`src/rtl/vts_pkg.sv`:
```
package vts_pkg;
  typedef enum logic {
    STD_NTSC = 1'b0,
    STD_PAL  = 1'b1
  } vid_std_e;
endpackage

```
`src/rtl/vts_line_phase.sv`:
```
module vts_line_phase
  import vts_pkg::*;
#(
  parameter int unsigned FRAC_W    = 12,
  parameter int unsigned NTSC_STEP = 8791293,
  parameter int unsigned PAL_STEP  = 8836089,
  parameter int unsigned ACC_W     = 25
) (
  input  logic     clk,
  input  logic     rst,
  input  vid_std_e std,
  output logic     line_end,
  output logic     tick
);
  localparam logic [ACC_W-1:0] ONE    = ACC_W'(1) << FRAC_W;
  localparam logic [ACC_W-1:0] STEP_N = ACC_W'(NTSC_STEP);
  localparam logic [ACC_W-1:0] STEP_P = ACC_W'(PAL_STEP);

  logic [ACC_W-1:0] phase_q;
  logic [ACC_W-1:0] phase_sum;
  logic [ACC_W-1:0] step;

  always_comb begin
    step      = (std == STD_PAL) ? STEP_P : STEP_N;
    phase_sum = phase_q + ONE;
    line_end  = (phase_sum >= step);
  end

  always_ff @(posedge clk) begin
    if (rst) begin
      phase_q <= '0;
      tick    <= 1'b0;
    end else begin
      tick    <= line_end;
      phase_q <= line_end ? (phase_sum - step) : phase_sum;
    end
  end
endmodule

```
`src/rtl/vts_line_ctr.sv`:
```
module vts_line_ctr
  import vts_pkg::*;
#(
  parameter int unsigned LINE_W     = 9,
  parameter int unsigned NTSC_LINES = 263,
  parameter int unsigned PAL_LINES  = 314,
  parameter int unsigned VBL_LINE   = 240
) (
  input  logic              clk,
  input  logic              rst,
  input  vid_std_e          std,
  input  logic              line_end,
  output logic              wrap,
  output logic [LINE_W-1:0] line_q,
  output logic              vblank_q,
  output logic              vbl_irq_q,
  output logic              frame_start_q
);
  localparam logic [LINE_W-1:0] LAST_N = LINE_W'(NTSC_LINES - 1);
  localparam logic [LINE_W-1:0] LAST_P = LINE_W'(PAL_LINES - 1);
  localparam logic [LINE_W-1:0] VBL    = LINE_W'(VBL_LINE);

  logic [LINE_W-1:0] last_line;
  logic [LINE_W-1:0] line_nxt;
  logic              enter_vbl;

  always_comb begin
    last_line = (std == STD_PAL) ? LAST_P : LAST_N;
    wrap      = line_end && (line_q == last_line);
    line_nxt  = wrap ? '0 : (line_q + LINE_W'(1));
    enter_vbl = line_end && !wrap && (line_nxt == VBL);
  end

  always_ff @(posedge clk) begin
    if (rst) begin
      line_q        <= '0;
      vblank_q      <= 1'b0;
      vbl_irq_q     <= 1'b0;
      frame_start_q <= 1'b0;
    end else begin
      frame_start_q <= wrap;
      vbl_irq_q     <= enter_vbl;
      if (line_end) line_q <= line_nxt;
      if (wrap)           vblank_q <= 1'b0;
      else if (enter_vbl) vblank_q <= 1'b1;
    end
  end
endmodule

```
`src/rtl/vts_frame_ctr.sv`:
```
module vts_frame_ctr
  import vts_pkg::*;
#(
  parameter int unsigned FRAME_W = 16
) (
  input  logic               clk,
  input  logic               rst,
  input  logic               wrap,
  input  logic               pal_sel,
  input  logic               ilace_en,
  input  logic               ilace_alt,
  output vid_std_e           std_q,
  output logic [FRAME_W-1:0] frame_q,
  output logic               field_q
);
  logic [FRAME_W-1:0] frame_nxt;
  logic               ilace_full;

  always_comb begin
    frame_nxt  = frame_q + FRAME_W'(1);
    ilace_full = ilace_en && ilace_alt;
  end

  always_ff @(posedge clk) begin
    if (rst) begin
      std_q   <= vid_std_e'(pal_sel);
      frame_q <= '0;
      field_q <= 1'b0;
    end else if (wrap) begin
      std_q   <= vid_std_e'(pal_sel);
      frame_q <= frame_nxt;
      field_q <= ilace_full && frame_nxt[0];
    end
  end
endmodule

```
`src/rtl/vid_frame_seq.sv`:
```
module vid_frame_seq
  import vts_pkg::*;
#(
  parameter int unsigned FRAC_W     = 12,
  parameter int unsigned NTSC_STEP  = 8791293,
  parameter int unsigned PAL_STEP   = 8836089,
  parameter int unsigned NTSC_LINES = 263,
  parameter int unsigned PAL_LINES  = 314,
  parameter int unsigned VBL_LINE   = 240,
  parameter int unsigned FRAME_W    = 16,
  parameter int unsigned MAX_LINES  = (PAL_LINES > NTSC_LINES) ? PAL_LINES : NTSC_LINES,
  parameter int unsigned LINE_W     = $clog2(MAX_LINES + 1)
) (
  input  logic               clk,
  input  logic               rst,
  input  logic               pal_sel,
  input  logic               ilace_en,
  input  logic               ilace_alt,
  output logic               hsync_tick,
  output logic               vblank,
  output logic               vblank_irq,
  output logic               frame_start,
  output logic               field,
  output logic [LINE_W-1:0]  line_num,
  output logic [FRAME_W-1:0] frame_num
);
  localparam int unsigned MAX_STEP = (PAL_STEP > NTSC_STEP) ? PAL_STEP : NTSC_STEP;
  localparam int unsigned ACC_W    = $clog2(MAX_STEP + 1) + 1;

  vid_std_e std;
  logic     line_end;
  logic     wrap;

  vts_line_phase #(
    .FRAC_W(FRAC_W), .NTSC_STEP(NTSC_STEP), .PAL_STEP(PAL_STEP), .ACC_W(ACC_W)
  ) u_phase (
    .clk(clk), .rst(rst), .std(std), .line_end(line_end), .tick(hsync_tick)
  );

  vts_line_ctr #(
    .LINE_W(LINE_W), .NTSC_LINES(NTSC_LINES), .PAL_LINES(PAL_LINES), .VBL_LINE(VBL_LINE)
  ) u_line (
    .clk(clk), .rst(rst), .std(std), .line_end(line_end), .wrap(wrap),
    .line_q(line_num), .vblank_q(vblank), .vbl_irq_q(vblank_irq),
    .frame_start_q(frame_start)
  );

  vts_frame_ctr #(
    .FRAME_W(FRAME_W)
  ) u_frame (
    .clk(clk), .rst(rst), .wrap(wrap), .pal_sel(pal_sel), .ilace_en(ilace_en),
    .ilace_alt(ilace_alt), .std_q(std), .frame_q(frame_num), .field_q(field)
  );
endmodule

```
`config.mk`:
```
export PLATFORM = sky130hd
export DESIGN_NAME = vid_frame_seq
export DESIGN_NICKNAME = d
export VERILOG_FILES = /design/src/rtl/vts_pkg.sv /design/src/rtl/vts_line_phase.sv /design/src/rtl/vts_line_ctr.sv /design/src/rtl/vts_frame_ctr.sv /design/src/rtl/vid_frame_seq.sv
export SDC_FILE = /design/constraint.sdc
export NUM_CORES = 1
export LEC_CHECK = 0
export BUFFER_PORTS_ARGS = -buffer_cell sky130_fd_sc_hd__buf_4
export CAP_MARGIN = 10
export CELL_PAD_IN_SITES_DETAIL_PLACEMENT = 1
export CELL_PAD_IN_SITES_GLOBAL_PLACEMENT = 2
export CORE_MARGIN = 3
export CORE_UTILIZATION = 35
export DETAILED_ROUTE_END_ITERATION = 16
export GPL_TIMING_DRIVEN = 0
export PLACE_DENSITY = 0.84
export RECOVER_POWER = 100
export SKIP_CTS_REPAIR_TIMING = 1
export SLEW_MARGIN = 20
export SYNTH_ARGS = -nofsm -noshare
export SYNTH_HDL_FRONTEND = slang
export SYNTH_SLANG_ARGS = --single-unit
```
`constraint.sdc`:
```
create_clock -name clk -period 3.92 [get_ports clk]
set_clock_uncertainty 0.15 [all_clocks]
set_input_delay 0.784 -clock clk [delete_from_list [all_inputs] [get_ports clk]]
set_output_delay 0.784 -clock clk [all_outputs]
set_load 0.01 [all_outputs]
```
=== After elaboration in Yosys (flattened, before gate mapping) ===
Cells that the tools add are included.

* Output and inout port bits: 30
* Input port bits: 5
* Word-level logic and storage cells: 30
* Register bits: 56

* Equality and inequality tests: 2
* Order comparisons: 1
* Add/sub/neg operators: 4
* Muxes and demuxes: 6
* Reductions and logical operators: 8

{| class="wikitable"
|+ Operators by type and width
! cell !! number
|-
| $add A25 B13 Y25 const B || 1
|-
| $ge A25 B25 Y1 || 1
|-
| $mux W25 || 1
|-
| $sub A25 B25 Y25 || 1
|-
| $add A16 B1 Y16 const B || 1
|-
| $mux W16 || 1
|-
| $add A9 B1 Y9 const B || 1
|-
| $eq A9 B8 Y1 const B || 1
|-
| $eq A9 B9 Y1 || 1
|-
| $mux W9 || 1
|-
| $mux W6 || 1
|-
| $logic_and A1 B1 Y1 || 5
|-
| $mux W1 || 2
|-
| $reduce_bool A2 Y1 || 1
|-
| $reduce_or A2 Y1 || 1
|-
| $logic_not A1 Y1 || 1
|}

=== Depth between registers and ports, before layout ===
* Word-level depth: 6
* Gate-level depth with buffers: 14
* Mapped depth without buffers: 12

=== Hierarchy ===
Synthesis repeated with hierarchy kept, for this count alone.

* Cells, all modules: 410
* Area, all modules: 3449.6 um2

{| class="wikitable"
|+ By module, submodules not included
! module !! cells an instance !! area an instance (um2) !! instances
|-
| vts_line_phase || 242 || 1953.1 || 1
|-
| vts_frame_ctr || 85 || 800.8 || 1
|-
| vts_line_ctr || 83 || 695.7 || 1
|}

=== Worst setup path before layout ===
No wires, ideal clock.

* Path kind: register -> register
* Start: register u_phase.phase_q[12]
* End: register u_frame.frame_q[15]
* Stages on the path, launching flop included: 14
* Slack: 0.920 ns
* Buffers on the path: 1
* Data arrival time: 2.722 ns
* Setup time: 0.128 ns
* Period minus slack after synthesis: 3.000 ns
* Cell sequence: dfxtp_1 ha_1 xor2_1 ha_1 nand4_1 nor2_1 nand2_1 nor4_1 and4b_1 o31ai_2 buf_2 nor4_2 xnor2_1 nor2_1

* Longest elaborated chain between the ends: 3

{| class="wikitable"
|+ RTL lines
! item !! RTL line !! source
|-
| start: declaration || vts_line_phase.sv:19 || <nowiki>logic [ACC_W-1:0] phase_q;</nowiki>
|-
| start signal: assignment || vts_line_phase.sv:35 || <nowiki>phase_q <= line_end ? (phase_sum - step) : phase_sum;</nowiki>
|-
| $add A25 B13 Y25 || vts_line_phase.sv:25 || <nowiki>phase_sum = phase_q + ONE;</nowiki>
|-
| $ge A25 B25 Y1 || vts_line_phase.sv:26 || <nowiki>line_end = (phase_sum >= step);</nowiki>
|-
| $logic_and A1 B1 Y1 || vts_line_ctr.sv:29 || <nowiki>wrap = line_end && (line_q == last_line);</nowiki>
|-
| end signal: assignment || vts_frame_ctr.sv:31 || <nowiki>frame_q <= frame_nxt;</nowiki>
|-
| end: declaration || vts_frame_ctr.sv:13 || <nowiki>output logic [FRAME_W-1:0] frame_q,</nowiki>
|}

No other way between the ends.
A chain may end at the register's enable or synchronous reset.

=== Worst setup path in the final report ===
* Start: register u_frame.std_q
* End: register u_line.line_q[1]

* Longest elaborated chain between the ends: 4

{| class="wikitable"
|+ RTL lines
! item !! RTL line !! source
|-
| start: declaration || vts_frame_ctr.sv:12 || <nowiki>output vid_std_e std_q,</nowiki>
|-
| start signal: assignment || vts_frame_ctr.sv:26 || <nowiki>std_q <= vid_std_e'(pal_sel);</nowiki>
|-
| start signal: assignment || vts_frame_ctr.sv:30 || <nowiki>std_q <= vid_std_e'(pal_sel);</nowiki>
|-
| $mux W16 / $mux W6 (equally long branches) || vts_line_phase.sv:24, vts_line_ctr.sv:28 ||
|-
| $ge A25 B25 Y1 / $eq A9 B9 Y1 (equally long branches) || vts_line_phase.sv:26, vts_line_ctr.sv:29 ||
|-
| $logic_and A1 B1 Y1 || vts_line_ctr.sv:29 ||
|-
| $mux W9 || vts_line_ctr.sv:30 || <nowiki>line_nxt = wrap ? '0 : (line_q + LINE_W'(1));</nowiki>
|-
| end signal: assignment || vts_line_ctr.sv:43 || <nowiki>if (line_end) line_q <= line_nxt;</nowiki>
|-
| end: declaration || vts_line_ctr.sv:14 || <nowiki>output logic [LINE_W-1:0] line_q,</nowiki>
|}

Parallel ways exist; a longest one is shown, timed or not.

==> flow_metrics.py <==
metrics = {
    "synth": {
        "synth_cells": 421,
        "ys_warn_count": 0,
        "synth_flop_cell": "dfxtp_1",
        "yosysTopAreaCellShare_pct": 32.9,
        "avgSynthCellArea_sq_um": 7.95,
        "syn_nets": 439,
        "synth_edf_count": 1,
        "synth-seq-area-share_pct": 33.8,
        "ys_types": 55,
        "yosysTopAreaCell": "dfxtp_1",
        "yosysMostFrequentCell": "nor2_1",
        "synthArstFlopShare_pct": 0,
        "ys_ff_latch": 56,
        "synthTopCellsByArea": "dfxtp_1 (33%), xnor2_1 (8.6%), nor2_1 (7.6%), ha_1 (4.9%), nand2_1 (4.4%)",
        "ys_top_cells_by_count": "nor2_1 (68), dfxtp_1 (55), nand2_1 (39)",
        "synthesis.area_sq_um": 3350,
    },
    "critical_path": {
        "slowest_stage": "edfxtp_1",
        "crit_required_ps": 4030,
        "startpoint_type": "flop",
        "cp_num_buf_inv": 3,
        "critPathTopFamily": "simple AND/OR/NAND/NOR gates",
        "crit_type": "reg -> reg",
        "path_max_fanout": 10,
        "max_stage_delay_ps": 530,
        "crit_path_start": "u_frame.std_q",
        "crit_arrival_ps": 3740,
        "worst-r2r-setup-slack_ps": 290,
        "crit_chain": "inv_1 > ha_1 > a21o_1 > a211oi_1 > o211a_1 > nand3_1 > and4_1 > nor3_4 > clkbuf_2 > buf_6 > a21oi_1 > nor2_1",
        "timing.rr.start": "u_frame.std_q",
        "endpoint_kind": "flop",
    },
    "clocking": {
        "insertion_delay_ps": 320,
        "numCtsBuffers": 5,
        "clock-sinks": 56,
        "htreeDepth": 2,
        "cts_tree": "done",
        "cts_buffer_depth": 2,
        "clk_pin_slew_worst_paths_ps": 120,
        "cts-root-buf": "clkbuf_8",
    },
    "detailed_routing": {
        "drtPass1Iterations": 4,
        "drcViolationCount": 0,
        "vias": 3057,
        "routed_wl_um": 9100,
        "first_iter_violations": 93,
        "antenna_left": 0,
        "vias_per_cell": 5.17,
        "wl_per_cell_um": 15.4,
    },
    "sta": {
        "rsz0062_at_grt": "false",
        "slew_viol_final": 0,
        "worstMarginPinSlew_ps": 699,
        "setup_tns_ps": 0,
        "slew_headroom_pct": 53.4,
        "finalCritPeriodShare_pct": 92.7,
        "fin_crit_ps": 3630,
        "fin_ws_ps": 287,
        "final-hold-violation-count": 0,
        "setup_viol": 0,
        "clock.fmax_ghz": 0.275,
    },
    "global_route": {
        "globalRouteOverflowTotal": 0,
        "grt_antenna_before_repair": 0,
        "grt_usage_pct": 17.1,
        "grt_first_pass_wirelength_um": 15300,
        "grt_pass1_vias": 3112,
        "grt_max_degree": 20,
    },
    "floorplanning": {
        "io_pins": 35,
        "die_w_um": 104,
        "dieArea_sq_um": 10800,
        "core_sq_um": 9280,
        "num_rows": 35,
        "die_y_um": 104,
        "initial_utilization_pct": 36.1,
    },
    "layout": {
        "stdcell_count": 591,
        "finalNetCount": 479,
        "design_area_sq_um": 3730,
        "antenna_cells": 0,
        "area_growth_pct": 11.6,
        "drive_gt1_share_pct": 6.93,
    },
    "power": {
        "p_leak_nw": 1.32,
        "combPwrFrac_pct": 22.2,
        "power_frac_seq_pct": 49.6,
        "clockPowerShare_pct": 28.1,
        "power_density_nw_per_um2": 332,
        "peakVddDrop_mv": 0.154,
        "switching_share_pct": 32.6,
        "switchingPower_w": 0.000404,
        "p_int_w": 0.000836,
    },
    "place": {
        "dp_hpwl_um": 6760,
        "gp_congestion": 0.826,
        "postPlaceCellArea_sq_um": 3760,
        "dpl.cell_count": 583,
        "numPortBuffers": 33,
        "post-place-ws_ps": 166,
    },
    "hold_path": {
        "worstHoldStart": "u_frame.field_q",
        "hold_class": "reg -> reg",
    },
    "run": {
        "maxCapViolCount": 0,
    },
    "status": {
        "status": "completed",
    },
}
worst min-delay path: cells and delay by family (launching register included):
| family | cells | cell delay [ps] |
|---|---|---|
| simple gates | 1 | 50 |
| flops | 1 | 330 |
| compound gates | 1 | 50 |
path summary, 6_finish.rpt:
path / endpoint / cells after the start
max: u_line.line_q[1] / 12
max reg2reg: u_line.line_q[1] / 12
min reg2reg: u_frame.field_q / 2
min: u_frame.field_q / 2
stage by stage:
| step | util [%] | power [W] | hold WS (ps) |
|---|---|---|---|
| floorplan | - | 0.000840 | 286 |
| global placement | 40.5 | 0.000902 | 295 |
| detailed placement | 40.5 | 0.000908 | 299 |
| CTS | 41.5 | 0.00126 | 320 |
| global route | 40.2 | 0.00132 | 342 |
| finish | 40.2 | 0.00124 | 314 |
sequential cells by signal (all words and copies together) (netlist names):
signal,count
u_line.vbl_irq_q,1
u_frame.field_q,1
u_frame.frame_q,16
u_phase.phase_q,25
u_line.vblank_q,1
u_frame.std_q,1
u_phase.tick,1
u_line.line_q,9
u_line.frame_start_q,1
metal layers:
layer  global-route usage (%)  vias to the layer above  wire (um)
li1                         -                     1542          -
met1                     22.7                     1472       4550
met2                     29.7                       33       4280
met3                     2.43                       10        184
met4                     3.13                        0         79
met5                        0                        -          0
cell families after synthesis:
group | Yosys count | synth area share (%)
muxes | 6 | 1.83
and+or+nand+nor | 197 | 29.0
buffers and inverters | 30 | 4.11
DFF | 56 | 33.8
xor gates and xnor gates | 48 | 12.6
AOI/OAI and AO/OA | 71 | 13.9
adders and majority gates | 13 | 4.86
cells in the final DEF (no fill, tap or decap), types with 3 or more instances in the layout:
master    count
o21a_1        4
buf_2         4
nand2b_1      3
dfxtp_1      55
nand4_1       5
a211oi_1      3
clkbuf_1     42
and4_1        3
nand3_1      23
a31oi_1       5
xnor2_1      33
nand2_1      39
o211ai_1      3
xor2_1       15
clkbuf_8      5
and3_1        7
ha_1         13
or3_1         4
mux2i_1       5
nor3b_1       3
a21o_1        4
clkbuf_2      3
o21ai_0       9
nor2_1       68
nor3_1       24
a21oi_1      26
inv_1        10
final cells by class:
type,count,area [sq um]
multi-input combinational,335,2080
buffer,20,91.3
sequential,56,1130
inverter,10,37.5
tap,129,161
fill,1168,5550
clock buffer,5,68.8
timing repair buffer,33,135
clock inverter,3,25.0
power groups by stage:
| stage | logic, W | registers [W] | clock network, W |
|---|---|---|---|
| after CTS | 0.000280 | 0.000616 | 0.000362 |
| after global routing | 0.000314 | 0.000620 | 0.000383 |
| after global placement | 0.000274 | 0.000628 | 0 |
| after detailed placement | 0.000279 | 0.000629 | 0 |
| after floorplan | 0.000216 | 0.000623 | 0 |
| final | 0.000276 | 0.000616 | 0.000349 |
(Power assumes the default switching activity.)
